==> src/rtl/gpio_padctl_pkg.sv <==
package gpio_padctl_pkg;

  // Word indices of the register map (byte address = index * 4)
  localparam int unsigned WIDX_IN   = 0;
  localparam int unsigned WIDX_OUT  = 1;
  localparam int unsigned WIDX_DIR  = 2;
  localparam int unsigned WIDX_PEN  = 3;
  localparam int unsigned WIDX_PSEL = 4;
  localparam int unsigned WIDX_DRV0 = 7;

  // Drive-strength codes, weakest to strongest
  typedef enum logic [1:0] {
    DRV_500UA  = 2'd0,
    DRV_2500UA = 2'd1,
    DRV_3000UA = 2'd2,
    DRV_4000UA = 2'd3
  } drive_code_e;

  function automatic int unsigned drv_words(input int unsigned pins);
    return (2 * pins + 31) / 32;
  endfunction

  function automatic logic [31:0] low_mask(input int unsigned n);
    logic [31:0] m;
    for (int i = 0; i < 32; i++) m[i] = (i < n);
    return m;
  endfunction

endpackage

==> src/rtl/padctl_sync.sv <==
module padctl_sync #(
  parameter int unsigned W = 32
) (
  input  logic         clk,
  input  logic         rst,
  input  logic [W-1:0] async_in,
  output logic [W-1:0] sync_out
);
  logic [W-1:0] stage1_q;
  logic [W-1:0] stage2_q;

  always_ff @(posedge clk) begin
    if (rst) begin
      stage1_q <= '0;
      stage2_q <= '0;
    end else begin
      stage1_q <= async_in;
      stage2_q <= stage1_q;
    end
  end

  assign sync_out = stage2_q;
endmodule

==> src/rtl/padctl_field.sv <==
// One bit per pin register field. STORE_INV keeps the flop in the
// polarity the pad wants while the bus sees the inverse.
module padctl_field #(
  parameter int unsigned W         = 32,
  parameter bit          STORE_INV = 1'b0
) (
  input  logic         clk,
  input  logic         rst,
  input  logic         we,
  input  logic [31:0]  wdata,
  output logic [W-1:0] store_q,
  output logic [31:0]  rb
);
  logic [W-1:0] wr_bits;
  logic [W-1:0] view;

  assign wr_bits = STORE_INV ? ~wdata[W-1:0] : wdata[W-1:0];

  always_ff @(posedge clk) begin
    if (rst)     store_q <= '0;
    else if (we) store_q <= wr_bits;
  end

  assign view = STORE_INV ? ~store_q : store_q;
  assign rb   = 32'(view);
endmodule

==> src/rtl/padctl_drive.sv <==
// Packed two-bit drive codes, spread over consecutive bus words.
module padctl_drive #(
  parameter int unsigned PINS = 32
) (
  input  logic                             clk,
  input  logic                             rst,
  input  logic [gpio_padctl_pkg::drv_words(PINS)-1:0] we,
  input  logic [31:0]                      wdata,
  output logic [2*PINS-1:0]                drv_q,
  output logic [gpio_padctl_pkg::drv_words(PINS)-1:0][31:0] rb
);
  localparam int unsigned NBITS  = 2 * PINS;
  localparam int unsigned NWORDS = gpio_padctl_pkg::drv_words(PINS);
  localparam int unsigned FLATW  = 32 * NWORDS;

  logic [NBITS-1:0] drv_d;
  logic [FLATW-1:0] flat;

  for (genvar b = 0; b < NBITS; b++) begin : g_bit
    assign drv_d[b] = we[b / 32] ? wdata[b % 32] : drv_q[b];
  end

  always_ff @(posedge clk) begin
    if (rst) drv_q <= '0;
    else     drv_q <= drv_d;
  end

  assign flat = FLATW'(drv_q);

  for (genvar k = 0; k < NWORDS; k++) begin : g_rb
    assign rb[k] = flat[k*32 +: 32];
  end
endmodule

==> src/rtl/gpio_padctl_bank.sv <==
module gpio_padctl_bank #(
  parameter int unsigned PIN_COUNT = 32,
  parameter int unsigned ADDR_W    = 6
) (
  input  logic                   clk,
  input  logic                   rst,
  input  logic                   bus_wr,
  input  logic                   bus_rd,
  input  logic [ADDR_W-1:0]      bus_addr,
  input  logic [31:0]            bus_wdata,
  output logic [31:0]            bus_rdata,
  input  logic [PIN_COUNT-1:0]   pad_in,
  output logic [PIN_COUNT-1:0]   pad_oe,
  output logic [PIN_COUNT-1:0]   pad_out,
  output logic [PIN_COUNT-1:0]   pad_pull_up,
  output logic [PIN_COUNT-1:0]   pad_pull_dn,
  output logic [2*PIN_COUNT-1:0] pad_drive
);
  import gpio_padctl_pkg::*;

  localparam int unsigned WORD_W = ADDR_W - 2;
  localparam int unsigned NDRV   = drv_words(PIN_COUNT);

  logic [WORD_W-1:0] widx;
  assign widx = bus_addr[ADDR_W-1:2];

  logic hit_out, hit_dir, hit_pen, hit_psel, hit_in;
  assign hit_in   = (widx == WORD_W'(WIDX_IN));
  assign hit_out  = (widx == WORD_W'(WIDX_OUT));
  assign hit_dir  = (widx == WORD_W'(WIDX_DIR));
  assign hit_pen  = (widx == WORD_W'(WIDX_PEN));
  assign hit_psel = (widx == WORD_W'(WIDX_PSEL));

  logic [NDRV-1:0] hit_drv;
  for (genvar k = 0; k < NDRV; k++) begin : g_drvhit
    assign hit_drv[k] = (widx == WORD_W'(WIDX_DRV0 + k));
  end

  // Pad input synchroniser
  logic [PIN_COUNT-1:0] in_sync;
  padctl_sync #(.W(PIN_COUNT)) sync_i (
    .clk(clk), .rst(rst), .async_in(pad_in), .sync_out(in_sync)
  );

  // Per-pin single-bit fields
  logic [31:0] rb_out, rb_dir, rb_pen, rb_psel;
  logic [PIN_COUNT-1:0] pen_q, psel_q;

  padctl_field #(.W(PIN_COUNT), .STORE_INV(1'b0)) out_i (
    .clk(clk), .rst(rst), .we(bus_wr && hit_out), .wdata(bus_wdata),
    .store_q(pad_out), .rb(rb_out)
  );

  // Direction is stored as output enable (1 = drive), read as 1 = input
  padctl_field #(.W(PIN_COUNT), .STORE_INV(1'b1)) dir_i (
    .clk(clk), .rst(rst), .we(bus_wr && hit_dir), .wdata(bus_wdata),
    .store_q(pad_oe), .rb(rb_dir)
  );

  padctl_field #(.W(PIN_COUNT), .STORE_INV(1'b0)) pen_i (
    .clk(clk), .rst(rst), .we(bus_wr && hit_pen), .wdata(bus_wdata),
    .store_q(pen_q), .rb(rb_pen)
  );

  padctl_field #(.W(PIN_COUNT), .STORE_INV(1'b0)) psel_i (
    .clk(clk), .rst(rst), .we(bus_wr && hit_psel), .wdata(bus_wdata),
    .store_q(psel_q), .rb(rb_psel)
  );

  // Drive strength words
  logic [NDRV-1:0][31:0] rb_drv;
  padctl_drive #(.PINS(PIN_COUNT)) drv_i (
    .clk(clk), .rst(rst), .we(hit_drv & {NDRV{bus_wr}}), .wdata(bus_wdata),
    .drv_q(pad_drive), .rb(rb_drv)
  );

  // Pull request stage: select only matters while enabled
  always_ff @(posedge clk) begin
    if (rst) begin
      pad_pull_up <= '0;
      pad_pull_dn <= '0;
    end else begin
      pad_pull_up <= pen_q &  psel_q;
      pad_pull_dn <= pen_q & ~psel_q;
    end
  end

  // Read multiplexer: OR of one-hot selected words
  logic [NDRV:0][31:0] drv_acc;
  assign drv_acc[0] = '0;
  for (genvar k = 0; k < NDRV; k++) begin : g_drvrd
    assign drv_acc[k+1] = drv_acc[k] | (hit_drv[k] ? rb_drv[k] : 32'd0);
  end

  logic [31:0] rd_val;
  always_comb begin
    rd_val = drv_acc[NDRV];
    if (hit_in)   rd_val = rd_val | 32'(in_sync);
    if (hit_out)  rd_val = rd_val | rb_out;
    if (hit_dir)  rd_val = rd_val | rb_dir;
    if (hit_pen)  rd_val = rd_val | rb_pen;
    if (hit_psel) rd_val = rd_val | rb_psel;
  end

  always_ff @(posedge clk) begin
    if (rst)         bus_rdata <= '0;
    else if (bus_rd) bus_rdata <= rd_val;
    else             bus_rdata <= '0;
  end
endmodule

==> config.mk <==
export PLATFORM = sky130hd
export DESIGN_NAME = gpio_padctl_bank
export DESIGN_NICKNAME = d
export VERILOG_FILES = /design/src/rtl/gpio_padctl_pkg.sv /design/src/rtl/padctl_sync.sv /design/src/rtl/padctl_field.sv /design/src/rtl/padctl_drive.sv /design/src/rtl/gpio_padctl_bank.sv
export SDC_FILE = /design/constraint.sdc
export NUM_CORES = 1
export LEC_CHECK = 0
export ABC_AREA = 0
export BUFFER_PORTS_ARGS = -buffer_cell sky130_fd_sc_hd__clkbuf_2
export CELL_PAD_IN_SITES_DETAIL_PLACEMENT = 0
export CELL_PAD_IN_SITES_GLOBAL_PLACEMENT = 2
export CORE_UTILIZATION = 32
export CTS_CLUSTER_SIZE = 40
export DETAILED_ROUTE_END_ITERATION = 12
export GPL_ROUTABILITY_DRIVEN = 0
export PLACE_DENSITY_LB_ADDON = 0.1
export SLEW_MARGIN = 0
export SYNTH_ARGS = -nofsm -noshare
export SYNTH_HDL_FRONTEND = slang
export SYNTH_SLANG_ARGS = --single-unit
==> constraint.sdc <==
create_clock -name clk -period 1.66 [get_ports clk]
set_input_delay 0 -clock clk [delete_from_list [all_inputs] [get_ports clk]]
set_output_delay 0 -clock clk [all_outputs]
set_load 0.01 [all_outputs]
==> flow_summary.yaml <==
status:
  outcome: "finished, final reports clean"
timing:
  timing.final.crit_share: 0.808
  final.setup.tns_ns: 0
  final.setup_skew_ns: 0.0197
  final_number_of_max_transition_violations: 0
  worst-slew-pin-transition_ns: 0.590
  timing.final.crit_period_ns: 1.34
  finalSetupViolations: 0
  finalHoldWorstSlack_ns: 0.0436
  rsz0062_at_grt: "false"
  max_slew_margin: 0.607
  achievable-frequency_mhz: 746
  report.final.hold_viol_count: 0
synthesis:
  ys.warnings.count: 0
  synth_seq_cells: 352
  synth.top_cells.by_count: "sky130_fd_sc_hd__dfxtp_1 (352), sky130_fd_sc_hd__nand2_1 (321), sky130_fd_sc_hd__a21oi_1 (192)"
  synth_most_common_cell: "sky130_fd_sc_hd__dfxtp_1"
  ys_seq_area_frac: 0.557
  synth_cell_type_count: 28
  synth_top_cell_area_share: 0.557
  syn_area_um2: 12600
  synth_area_leaders: "sky130_fd_sc_hd__dfxtp_1 (56%), sky130_fd_sc_hd__nand2_1 (9.5%), sky130_fd_sc_hd__a21oi_1 (7.6%)"
  synth_enable_flop_cells: 0
  ys.flop_type: "sky130_fd_sc_hd__dfxtp_1"
  synthCells: 1395
  synth.net_count: 1469
  yosysTopAreaCell: "sky130_fd_sc_hd__dfxtp_1"
  avgSynthCellArea_um2: 9.06
  synth-async-reset-ratio: 0
clock_network:
  cts.reportedPaths.clkPinSlew_ns: 0.06
  clock-sinks: 352
  clockBufferDepth: 3
  post_cts_resize_count: 0
  ctsHtreeMaxLevel: 2
  clk-insertion-delay-late_ns: 0.55
  clockRootBuffer: "sky130_fd_sc_hd__clkbuf_16"
  cts_made_buffers: 40
  cts_tree: "done"
power_and_ir_drop:
  power_per_cell_area_nw_per_um2: 1100
  power.ir.vdd_worst_mv: 0.602
  standby_leakage_power_nw: 6.78
critical_path:
  crit_path_start_kind: "primary input"
  cp_cell_sequence: "buf_2 > buf_4 > nand3b_1 > or3_2 > buf_4 > nand2_1 > a21oi_1 > dlygate4sd3_1"
  buf_inv_on_cp: 4
  cp_data_required_time_ns: 2.09
  worst_setup_path_end_kind: "flop"
  crit_path_most_repeated_cell: "sky130_fd_sc_hd__buf_4"
  max_stage_delay_ns: 0.57
  critical_path_data_arrival_time_ns: 1.77
  cp_max_fo: 15
  cp_slowest_cell: "sky130_fd_sc_hd__dlygate4sd3_1"
  cpLargestDelayFamily: "buffers and inverters"
  crit_type: "in -> reg"
grt:
  first_global_vias: 10800
  grt_pass1_wl_um: 68400
  maximum_number_of_pins_on_one_net_before_global_route_repair: 134
  grt_util_met3: 0.0383
  gr-max-usage-layer: "met2"
  antenna_found_initial: 0
  globalRouteMet2Util: 0.361
  global_route.usage.total: 0.224
  global_route.overflow_total: 0
  grt_use_met1: 0.307
route:
  detailroute.via_count: 11300
  drtIter0Drc: 615
  drc_errors: 0
  detail_route.first_pass.iterations: 7
  drtAntennaViolNets: 0
  routed_wirelength_um: 45900
  vias_per_cell: 4.90
  drt-wirelength-per-cell_um: 20.0
floorplan:
  initial_core_util: 0.326
  ios: 298
  die_h_um: 201
  design.die.area_um2: 40300
  core_region_area_um2: 38800
  core.rowCount: 72
  die_w_um: 201
run:
  max-cap-violations: 0
layout:
  num-nets-final: 1822
  layout-drive-gt1-share: 0.264
  areaGrowthSynthToFinish_pct: 35.4
  final_cell_count_without_fillers: 2295
  diodes: 0
placed_design:
  portBuffers: 295
  dp_cells: 2146
  detailedPlacementHpwl_um: 30400
worst_hold_path:
  min_path_type: "in -> reg"
==> power by group <==
group          internal [W]  total [W]  switching (W)  leakage (nW)
logic              0.000507    0.00121       0.000700          3.26
clock network       0.00540    0.00889        0.00349         0.659
registers           0.00860    0.00867      0.0000758          2.85
total                0.0145     0.0188        0.00426          6.78
==> through the flow <==
stage | cell area [um^2] | worst slack [ns] | power (W) | utilization
3_3_place_gp | 15000 | 0.101 | 0.00993 | 0.386
3_5_place_dp | 15000 | 0.0813 | 0.00993 | 0.386
2_1_floorplan | 12600 | 0.383 | 0.00937 | -
5_1_grt | 17100 | 0.238 | 0.0194 | 0.441
4_1_cts | 17100 | 0.344 | 0.0190 | 0.441
6_report | 17100 | 0.319 | 0.0188 | 0.441
==> worst register-to-register path, delay by kind of cell (launching register included) <==
| kind | cells | cell delay, ns |
|---|---|---|
| AO/OA/AOI/OAI | 3 | 0.50 |
| flip-flops | 1 | 0.34 |
| buffers and inverters | 1 | 0.18 |
| AND/OR/NAND/NOR | 1 | 0.08 |
==> placed cells by master (no fill, tap or decap) <==
master,synthesis,routed
sky130_fd_sc_hd__dfxtp_1,352,352
sky130_fd_sc_hd__nand2_1,321,321
sky130_fd_sc_hd__clkbuf_2,1,293
sky130_fd_sc_hd__a21oi_1,192,192
sky130_fd_sc_hd__dlygate4sd3_1,0,78
sky130_fd_sc_hd__nor2b_1,65,65
sky130_fd_sc_hd__buf_4,0,43
sky130_fd_sc_hd__clkbuf_16,0,41
sky130_fd_sc_hd__nor2_1,34,33
sky130_fd_sc_hd__and3b_1,33,32
sky130_fd_sc_hd__nor3b_1,33,32
sky130_fd_sc_hd__mux2_2,32,32
sky130_fd_sc_hd__a22oi_1,32,32
sky130_fd_sc_hd__nand2b_1,35,32
sky130_fd_sc_hd__o32ai_1,32,32
sky130_fd_sc_hd__a221oi_1,32,32
sky130_fd_sc_hd__o22ai_1,32,32
sky130_fd_sc_hd__nor3_1,34,32
sky130_fd_sc_hd__buf_12,0,18
sky130_fd_sc_hd__clkbuf_8,0,16
sky130_fd_sc_hd__clkbuf_1,93,10
sky130_fd_sc_hd__or2_2,2,5
sky130_fd_sc_hd__nor2_4,0,3
sky130_fd_sc_hd__nand2b_2,0,2
sky130_fd_sc_hd__nor3_2,0,2
sky130_fd_sc_hd__inv_6,0,2
sky130_fd_sc_hd__nor3b_4,0,1
sky130_fd_sc_hd__and3b_2,0,1
sky130_fd_sc_hd__nor3b_2,1,1
sky130_fd_sc_hd__nand2b_4,0,1
sky130_fd_sc_hd__or3b_2,0,1
sky130_fd_sc_hd__nand3b_1,1,1
sky130_fd_sc_hd__or3_2,0,1
sky130_fd_sc_hd__and3_2,0,1
sky130_fd_sc_hd__nand3_2,0,1
sky130_fd_sc_hd__clkinv_2,0,1
sky130_fd_sc_hd__bufinv_16,0,1
sky130_fd_sc_hd__buf_2,21,1
sky130_fd_sc_hd__buf_8,0,1
==> area by class of cell <==
type                       count  area, um^2
clock buffer                  67        1280
clock inverter                 4        52.6
fill                        3896       21700
multi-input combinational    920        5140
sequential                   352        7050
tap                          518         648
timing repair buffer         434        2950
==> metal layers <==
| layer | wire (um) | vias up |
|---|---|---|
| met1 | 21200 | 5397 |
| met2 | 21500 | 310 |
| met4 | 793 | 0 |
| li1 | - | 5501 |
| met3 | 2310 | 48 |
| met5 | 0 | - |
==> state kept, by name, summed over array words and instances (netlist names) <==
| name | flops |
|---|---|
| sync_i.stage1_q | 32 |
| pen_i.rb | 32 |
| drv_i.drv_q | 64 |
| bus_rdata | 32 |
| sync_i.sync_out | 32 |
| pad_pull_up | 32 |
| out_i.rb | 32 |
| dir_i.store_q | 32 |
| psel_i.rb | 32 |
| pad_pull_dn | 32 |
==> cells by family (layout without fill, tap and decap cells) <==
kind of cell	Yosys count	after routing	share of synthesized area
buffers and inverters	123	505	0.0411
AO/OA/AOI/OAI	320	320	0.155
multiplexers	32	32	0.0285
AND/OR/NAND/NOR	568	568	0.218
flip-flops	352	352	0.557
==> timing repair <==
action | CTS | global route
hold endpoints to repair | 244 | 0
setup buffers | 0 | 0
hold buffers | 78 | 0
==> path summary, 6_finish.rpt <==
path	slack, ns	endpoint	depth (start not counted)	start
min	0.04	bus_rdata[2]	4	bus_rd
min reg2reg	0.43	sync_i.sync_out[2]	1	sync_i.stage1_q[2]
max reg2reg	0.41	bus_rdata[9]	5	out_i.rb[9]
max	0.32	psel_i.rb[13]	8	bus_addr[4]
(Power assumes the default switching activity.)
